--- config.mk ---
export PLATFORM = sky130hd
export DESIGN_NAME = eeprom_rd_seq
export DESIGN_NICKNAME = d
export VERILOG_FILES = /design/src/rtl/eeprom_seq_pkg.sv /design/src/rtl/eeprom_step_dec.sv /design/src/rtl/eeprom_poll_timer.sv /design/src/rtl/eeprom_rd_seq.sv
export SDC_FILE = /design/constraint.sdc
export NUM_CORES = 1
export LEC_CHECK = 0
export ABC_AREA = 1
export BUFFER_PORTS_ARGS = -buffer_cell sky130_fd_sc_hd__buf_2
export CAP_MARGIN = 20
export CORE_MARGIN = 4
export CORE_UTILIZATION = 30
export CTS_CLUSTER_DIAMETER = 30
export DETAILED_ROUTE_END_ITERATION = 8
export PLACE_DENSITY = 0.44
export SKIP_LAST_GASP = 1
export SLEW_MARGIN = 20
export SYNTH_ARGS = -nofsm -noshare
export SYNTH_HDL_FRONTEND = slang
export SYNTH_SLANG_ARGS = --single-unit
export TNS_END_PERCENT = 30
--- constraint.sdc ---
create_clock -name clk -period 4.3 [get_ports clk]
set_clock_uncertainty 0.05 [all_clocks]
set_input_delay 0.215 -clock clk [delete_from_list [all_inputs] [get_ports clk]]
set_output_delay 0.215 -clock clk [all_outputs]
set_load 0.005 [all_outputs]
--- src/rtl/eeprom_seq_pkg.sv ---
package eeprom_seq_pkg;

    // register byte offsets of the bus master
    localparam logic [4:0] RG_OWNADR = 5'h00;
    localparam logic [4:0] RG_DATA   = 5'h04;
    localparam logic [4:0] RG_CTRL   = 5'h08;
    localparam logic [4:0] RG_STAT   = 5'h0C;  // read: status, write: divider
    localparam logic [4:0] RG_XADR   = 5'h10;
    localparam logic [4:0] RG_SRST   = 5'h1C;

    // control bits
    localparam logic [7:0] CB_ACK   = 8'h04;
    localparam logic [7:0] CB_STOP  = 8'h10;
    localparam logic [7:0] CB_START = 8'h20;
    localparam logic [7:0] CB_EN    = 8'h40;

    localparam logic [7:0] DIVIDER_CFG = 8'h24;

    // status codes
    localparam logic [7:0] SC_IDLE     = 8'hF8;
    localparam logic [7:0] SC_STARTED  = 8'h08;
    localparam logic [7:0] SC_RESTART  = 8'h10;
    localparam logic [7:0] SC_WADR_ACK = 8'h18;
    localparam logic [7:0] SC_WDAT_ACK = 8'h28;
    localparam logic [7:0] SC_RADR_ACK = 8'h40;
    localparam logic [7:0] SC_RDAT_ACK = 8'h50;
    localparam logic [7:0] SC_RDAT_NAK = 8'h58;
    localparam logic [7:0] SC_REJECT   = 8'hFF;

    typedef enum logic [3:0] {
        PH_EN, PH_START, PH_WADR, PH_OFFHI, PH_OFFLO,
        PH_RESTART, PH_RADR, PH_RDATA, PH_RLAST, PH_STOP
    } phase_e;

    typedef enum logic [2:0] {
        S_IDLE, S_INIT, S_DATA, S_CTRL, S_POLL, S_FETCH, S_PUSH
    } seq_e;

endpackage

--- src/rtl/eeprom_step_dec.sv ---
module eeprom_step_dec
    import eeprom_seq_pkg::*;
(
    input  phase_e      phase,
    input  logic [7:0]  dev,
    input  logic [15:0] off,
    output logic        has_data,
    output logic [7:0]  data_val,
    output logic [7:0]  ctrl_val,
    output logic [7:0]  expect_code
);
    always_comb begin
        has_data    = 1'b0;
        data_val    = 8'h00;
        ctrl_val    = CB_EN;
        expect_code = SC_IDLE;
        case (phase)
            PH_EN: begin
                expect_code = SC_IDLE;
            end
            PH_START: begin
                ctrl_val    = CB_EN | CB_START;
                expect_code = SC_STARTED;
            end
            PH_WADR: begin
                has_data    = 1'b1;
                data_val    = {dev[7:1], 1'b0};
                expect_code = SC_WADR_ACK;
            end
            PH_OFFHI: begin
                has_data    = 1'b1;
                data_val    = off[15:8];
                expect_code = SC_WDAT_ACK;
            end
            PH_OFFLO: begin
                has_data    = 1'b1;
                data_val    = off[7:0];
                expect_code = SC_WDAT_ACK;
            end
            PH_RESTART: begin
                ctrl_val    = CB_EN | CB_START;
                expect_code = SC_RESTART;
            end
            PH_RADR: begin
                has_data    = 1'b1;
                data_val    = {dev[7:1], 1'b1};
                expect_code = SC_RADR_ACK;
            end
            PH_RDATA: begin
                ctrl_val    = CB_EN | CB_ACK;
                expect_code = SC_RDAT_ACK;
            end
            PH_RLAST: begin
                expect_code = SC_RDAT_NAK;
            end
            PH_STOP: begin
                ctrl_val    = CB_EN | CB_STOP;
                expect_code = SC_IDLE;
            end
            default: ;
        endcase
    end
endmodule

--- src/rtl/eeprom_poll_timer.sv ---
module eeprom_poll_timer #(
    parameter int POLL_GAP   = 1000,
    parameter int POLL_LIMIT = 1000
) (
    input  logic clk,
    input  logic rst_n,
    input  logic run,
    output logic tick,
    output logic last_try
);
    localparam int GAP_W = $clog2(POLL_GAP + 1);
    localparam int TRY_W = $clog2(POLL_LIMIT + 1);

    typedef struct packed {
        logic [GAP_W-1:0] gap;
        logic [TRY_W-1:0] tries;
    } tmr_t;

    tmr_t q, d;

    assign tick     = run && (q.gap == GAP_W'(POLL_GAP - 1));
    assign last_try = (q.tries == TRY_W'(POLL_LIMIT - 1));

    always_comb begin
        d = q;
        if (!run) begin
            d.gap   = '0;
            d.tries = '0;
        end else if (tick) begin
            d.gap   = '0;
            d.tries = q.tries + 1'b1;
        end else begin
            d.gap = q.gap + 1'b1;
        end
    end

    always_ff @(posedge clk or negedge rst_n) begin
        if (!rst_n) q <= '0;
        else        q <= d;
    end
endmodule

--- src/rtl/eeprom_rd_seq.sv ---
module eeprom_rd_seq
    import eeprom_seq_pkg::*;
#(
    parameter int CNT_W      = 8,
    parameter int POLL_GAP   = 1000,
    parameter int POLL_LIMIT = 1000
) (
    input  logic             clk,
    input  logic             rst_n,
    input  logic             start,
    input  logic [7:0]       dev_addr,
    input  logic [15:0]      mem_off,
    input  logic             off_wide,
    input  logic [CNT_W-1:0] rd_len,
    output logic             busy,
    output logic             done,
    output logic             err,
    output logic [7:0]       last_status,
    output logic [CNT_W-1:0] xfer_len,
    output logic             out_valid,
    output logic [7:0]       out_data,
    input  logic             out_ready,
    output logic             ctl_wr,
    output logic             ctl_rd,
    output logic [4:0]       ctl_addr,
    output logic [7:0]       ctl_wdata,
    input  logic [7:0]       ctl_rdata
);
    typedef struct packed {
        seq_e             st;
        phase_e           ph;
        logic [1:0]       idx;
        logic [7:0]       dev;
        logic [15:0]      off;
        logic             wide;
        logic [CNT_W-1:0] rem;
        logic [CNT_W-1:0] cnt;
        logic [7:0]       byte_v;
        logic             err;
        logic [7:0]       stat;
        logic             done;
    } seq_t;

    seq_t q, d;

    logic       dec_has_data;
    logic [7:0] dec_data, dec_ctrl, dec_expect;
    logic       poll_run, poll_tick, poll_last;

    eeprom_step_dec u_dec (
        .phase       (q.ph),
        .dev         (q.dev),
        .off         (q.off),
        .has_data    (dec_has_data),
        .data_val    (dec_data),
        .ctrl_val    (dec_ctrl),
        .expect_code (dec_expect)
    );

    assign poll_run = (q.st == S_POLL);

    eeprom_poll_timer #(.POLL_GAP(POLL_GAP), .POLL_LIMIT(POLL_LIMIT)) u_tmr (
        .clk      (clk),
        .rst_n    (rst_n),
        .run      (poll_run),
        .tick     (poll_tick),
        .last_try (poll_last)
    );

    function automatic phase_e after_phase(phase_e p, logic wide, logic [CNT_W-1:0] rem);
        case (p)
            PH_EN:      return PH_START;
            PH_START:   return PH_WADR;
            PH_WADR:    return wide ? PH_OFFHI : PH_OFFLO;
            PH_OFFHI:   return PH_OFFLO;
            PH_OFFLO:   return PH_RESTART;
            PH_RESTART: return PH_RADR;
            PH_RADR:    return (rem == CNT_W'(1)) ? PH_RLAST : PH_RDATA;
            default:    return PH_STOP;
        endcase
    endfunction

    always_comb begin
        d         = q;
        d.done    = 1'b0;
        ctl_wr    = 1'b0;
        ctl_rd    = 1'b0;
        ctl_addr  = RG_CTRL;
        ctl_wdata = 8'h00;
        case (q.st)
            S_IDLE: begin
                if (start) begin
                    d.cnt = '0;
                    if (rd_len == '0) begin
                        d.done = 1'b1;
                        d.err  = 1'b1;
                        d.stat = SC_REJECT;
                    end else begin
                        d.err  = 1'b0;
                        d.st   = S_INIT;
                        d.idx  = 2'd0;
                        d.dev  = dev_addr;
                        d.off  = off_wide ? mem_off : {8'h00, mem_off[7:0]};
                        d.wide = off_wide;
                        d.rem  = rd_len;
                        d.ph   = PH_EN;
                    end
                end
            end
            S_INIT: begin
                ctl_wr = 1'b1;
                case (q.idx)
                    2'd0:    ctl_addr = RG_SRST;
                    2'd1:    ctl_addr = RG_OWNADR;
                    2'd2:    ctl_addr = RG_XADR;
                    default: begin
                        ctl_addr  = RG_STAT;
                        ctl_wdata = DIVIDER_CFG;
                    end
                endcase
                d.idx = q.idx + 2'd1;
                if (q.idx == 2'd3) d.st = S_DATA;
            end
            S_DATA: begin
                ctl_wr = 1'b1;
                if (dec_has_data) begin
                    ctl_addr  = RG_DATA;
                    ctl_wdata = dec_data;
                    d.st      = S_CTRL;
                end else begin
                    ctl_wdata = dec_ctrl;
                    d.st      = S_POLL;
                end
            end
            S_CTRL: begin
                ctl_wr    = 1'b1;
                ctl_wdata = dec_ctrl;
                d.st      = S_POLL;
            end
            S_POLL: begin
                if (poll_tick) begin
                    ctl_rd   = 1'b1;
                    ctl_addr = RG_STAT;
                    d.stat   = ctl_rdata;
                    if (ctl_rdata == dec_expect) begin
                        if (q.ph == PH_RDATA || q.ph == PH_RLAST) begin
                            d.st = S_FETCH;
                        end else if (q.ph == PH_STOP) begin
                            d.st   = S_IDLE;
                            d.done = 1'b1;
                        end else begin
                            d.ph = after_phase(q.ph, q.wide, q.rem);
                            d.st = S_DATA;
                        end
                    end else if (poll_last) begin
                        d.st   = S_IDLE;
                        d.err  = 1'b1;
                        d.done = 1'b1;
                    end
                end
            end
            S_FETCH: begin
                ctl_rd   = 1'b1;
                ctl_addr = RG_DATA;
                d.byte_v = ctl_rdata;
                d.st     = S_PUSH;
            end
            S_PUSH: begin
                if (out_ready) begin
                    d.cnt = q.cnt + 1'b1;
                    d.rem = q.rem - 1'b1;
                    d.st  = S_DATA;
                    if (q.ph == PH_RLAST)            d.ph = PH_STOP;
                    else if (q.rem == CNT_W'(2))     d.ph = PH_RLAST;
                    else                             d.ph = PH_RDATA;
                end
            end
            default: d.st = S_IDLE;
        endcase
    end

    always_ff @(posedge clk or negedge rst_n) begin
        if (!rst_n) begin
            q      <= '0;
            q.st   <= S_IDLE;
            q.ph   <= PH_EN;
            q.stat <= SC_IDLE;
        end else begin
            q <= d;
        end
    end

    assign busy        = (q.st != S_IDLE);
    assign done        = q.done;
    assign err         = q.err;
    assign last_status = q.stat;
    assign xfer_len    = q.cnt;
    assign out_valid   = (q.st == S_PUSH);
    assign out_data    = q.byte_v;

endmodule

==> results.yml <==
outcome:
  status: "completed"
critical_path:
  worst-setup-path-type: "register to output port"
  crit_path_cell_trace: "nor2_2 > inv_1 > nor2_2 > nor2_2 > o21ai_2 > nand2_1 > o21ai_0 > buf_2"
  cp_max_fo: 9
  cp_common_cell: "nor2_2"
  startpoint_type: "register"
  slowest_stage: "dfrtp_1"
  cp_top_family: "simple AND/OR/NAND/NOR gates"
  crit_arrival_ps: 2510
  path_buf_inv: 2
  end_kind: "output port"
  max_stage_delay_ps: 430
  required_ps: 4030
route:
  first_pass_iters: 4
  drc_errors: 0
  drt_iter0_markers: 183
  via_count: 4324
  post_drt_wl_per_cell_um: 13.9
  routed_via_density: 4.56
  ant_nets: 0
  wl_um: 13200
floorplanning:
  ios: 88
  initial_core_util: 0.307
  core_area_um2: 16600
  die_y_um: 138
  rows: 47
  die_area_um2: 19100
  die-width_um: 138
global_routing:
  grt_pass1_wl_um: 22000
  grt_max_degree: 47
  antenna_found_initial: 0
  grt_pass1_vias: 4269
  grt_use_total: 0.141
  gr-total-overflow: 0
clock_tree:
  cts_buffer_depth: 2
  tritoncts: "done"
  clk_latency_ps: 340
  cts_made_buffers: 9
  cts_resized: 0
  root_buffer: "clkbuf_16"
  cts_max_level: 3
  path_clk_slew_ps: 60
  clock_sinks: 87
sta:
  hold_viol: 0
  worst_pin_slew_ps: 676
  post-route-period-util: 0.644
  max_freq_mhz: 361
  rsz0062_at_grt: "false"
  period_minus_slack_ps: 2770
  setup_viol: 0
  fin_worst_hold_slack_ps: 21.8
  maxSlewHeadroom: 0.548
  tns_ps: 0
  finalMaxSlewViolations: 0
synth:
  ys_async_sr_fraction: 1.00
  synth_top_area_cell: "dfrtp_1"
  synth_edf_count: 0
  ys_warn_count: 0
  syn_area_um2: 5080
  synth_ff_type: "dfrtp_1"
  synth.avg_cell_area_um2: 7.67
  synthCells: 663
  yosysSeqAreaShare: 0.429
  yosysMostFrequentCell: "nand2_1"
  yosys-top-cells-area: "dfrtp_1 (40%), nand2_1 (13%), inv_1 (5.8%)"
  synth.distinct_cells: 45
  synth-seq-cells: 87
  synthTopCellsByCount: "nand2_1 (175), dfrtp_1 (82), inv_1 (79), nor2_1 (55), o21ai_0 (46)"
  synth.top_cell.area_share: 0.404
pwr:
  peakVddDrop_v: 0.000175
  leakage_uw: 0.00304
  powerDensity_nw_per_um2: 305
place:
  dp_hpwl_um: 10200
  port_buffers: 84
  gp_congestion: 0.849
run:
  maxCapViolations: 0
layout:
  layout-drive-gt1-share: 0.211
  area_growth_pct: 15.8
  fill_cells: 1823
  antenna_cells: 0
  nets: 778
min_path:
  hold_class: "input port to register"
[tightest hold or removal path, delay by kind of cell]
family / cells / cell delay [ps]
and+or+nand+nor: 2 / 90
buffers and inverters: 1 / 70
[metrics by stage]
| step | utilization | cell area, um^2 | setup slack (ps) | total power (uW) | std cells |
|---|---|---|---|---|---|
| floorplan | - | 5090 | 2570 | 899 | 664 |
| global placement | 0.335 | 5550 | 1920 | 947 | 932 |
| detailed placement | 0.335 | 5550 | 1920 | 948 | 932 |
| CTS | 0.355 | 5890 | 1530 | 1820 | 949 |
| global route | 0.355 | 5890 | 1290 | 1870 | 949 |
| finish | 0.355 | 5890 | 1530 | 1790 | 949 |
[cell type report]
class                           count  area (um^2)  share of cell area
Multi-Input combinational cell    451         2330               0.395
Sequential cell                    87         2180               0.371
Timing Repair Buffer               87          448              0.0761
Inverter                           88          330              0.0561
Tap cell                          220          275              0.0467
Clock buffer                       13          260              0.0442
Clock inverter                      3         65.1              0.0110
[layout by cell type, fill, tap and decap left out, types with 2 or more instances in the layout]
cell       count
a21oi_1       21
a21oi_2        2
a21oi_4        2
a221oi_1       2
a22oi_1        2
a31oi_1        6
buf_2         83
buf_4          3
bufinv_16      2
clkbuf_1       2
clkbuf_16      9
clkbuf_8       2
conb_1         2
dfrtp_1       82
dfstp_2        5
ha_1           9
inv_1         79
inv_2          9
nand2_1      175
nand2_2        8
nand2_4        9
nand3_1       42
nand4_1        8
nor2_1        55
nor2_2         8
nor2_4         4
nor3_1        14
nor3_4         2
nor3b_1        2
o211ai_1      12
o21ai_0       46
o21ai_1        4
xnor2_1        2
[final timing paths]
path | to | depth (start not counted) | from | slack (ps)
min in group asynchronous | q[58] | 2 | rst_n | 380
worst max-delay path | ctl_wdata[4] | 8 | q[61] | 1530
worst min register to register | q[52] | 2 | q[52] | 420
worst min-delay path | q[57] | 3 | dev_addr[6] | 20
worst max register to register | q[65] | 12 | q[66] | 1910
max in group asynchronous | last_status[6] | 3 | rst_n | 2820
[per-layer routing]
metal	part of all wire	track usage	up-vias	routed length, um
met5	0	0	-	0
met4	0.016	0.0489	0	213
met3	0.051	0.0318	13	667
met2	0.44	0.216	93	5790
met1	0.49	0.198	1982	6530
li1	-	-	2236	-
[state kept, by name (all words and copies together), names as in the netlist]
register and cells:
xfer_len 8, out_data 8, done 1, q 41, last_status 8, err 1
u_tmr.q 20
[kinds of logic (layout without fill, tap and decap cells)]
logic type / count (synthesis) / after routing / share of synthesized area
and+or+nand+nor: 334 / 334 / 0.308
adders and majority gates: 9 / 9 / 0.0221
DFF: 87 / 87 / 0.429
xor gates and xnor gates: 3 / 3 / 0.00517
other: 1 / 2 / 0.000737
AOI/OAI and AO/OA: 103 / 103 / 0.121
buffers and inverters: 126 / 191 / 0.114
[repair_timing]
item                                   CTS  global route
hold buffers                             1             0
setup buffers                            0             0
endpoints found under the hold margin   45             0
[report_power, final]
part	total, uW	internal, uW	switching, uW
registers	847	837	9.84
clock network	864	541	324
logic	83.5	31.2	52.3
total	1790	1410	386
Power figures use the tool's default switching activity.
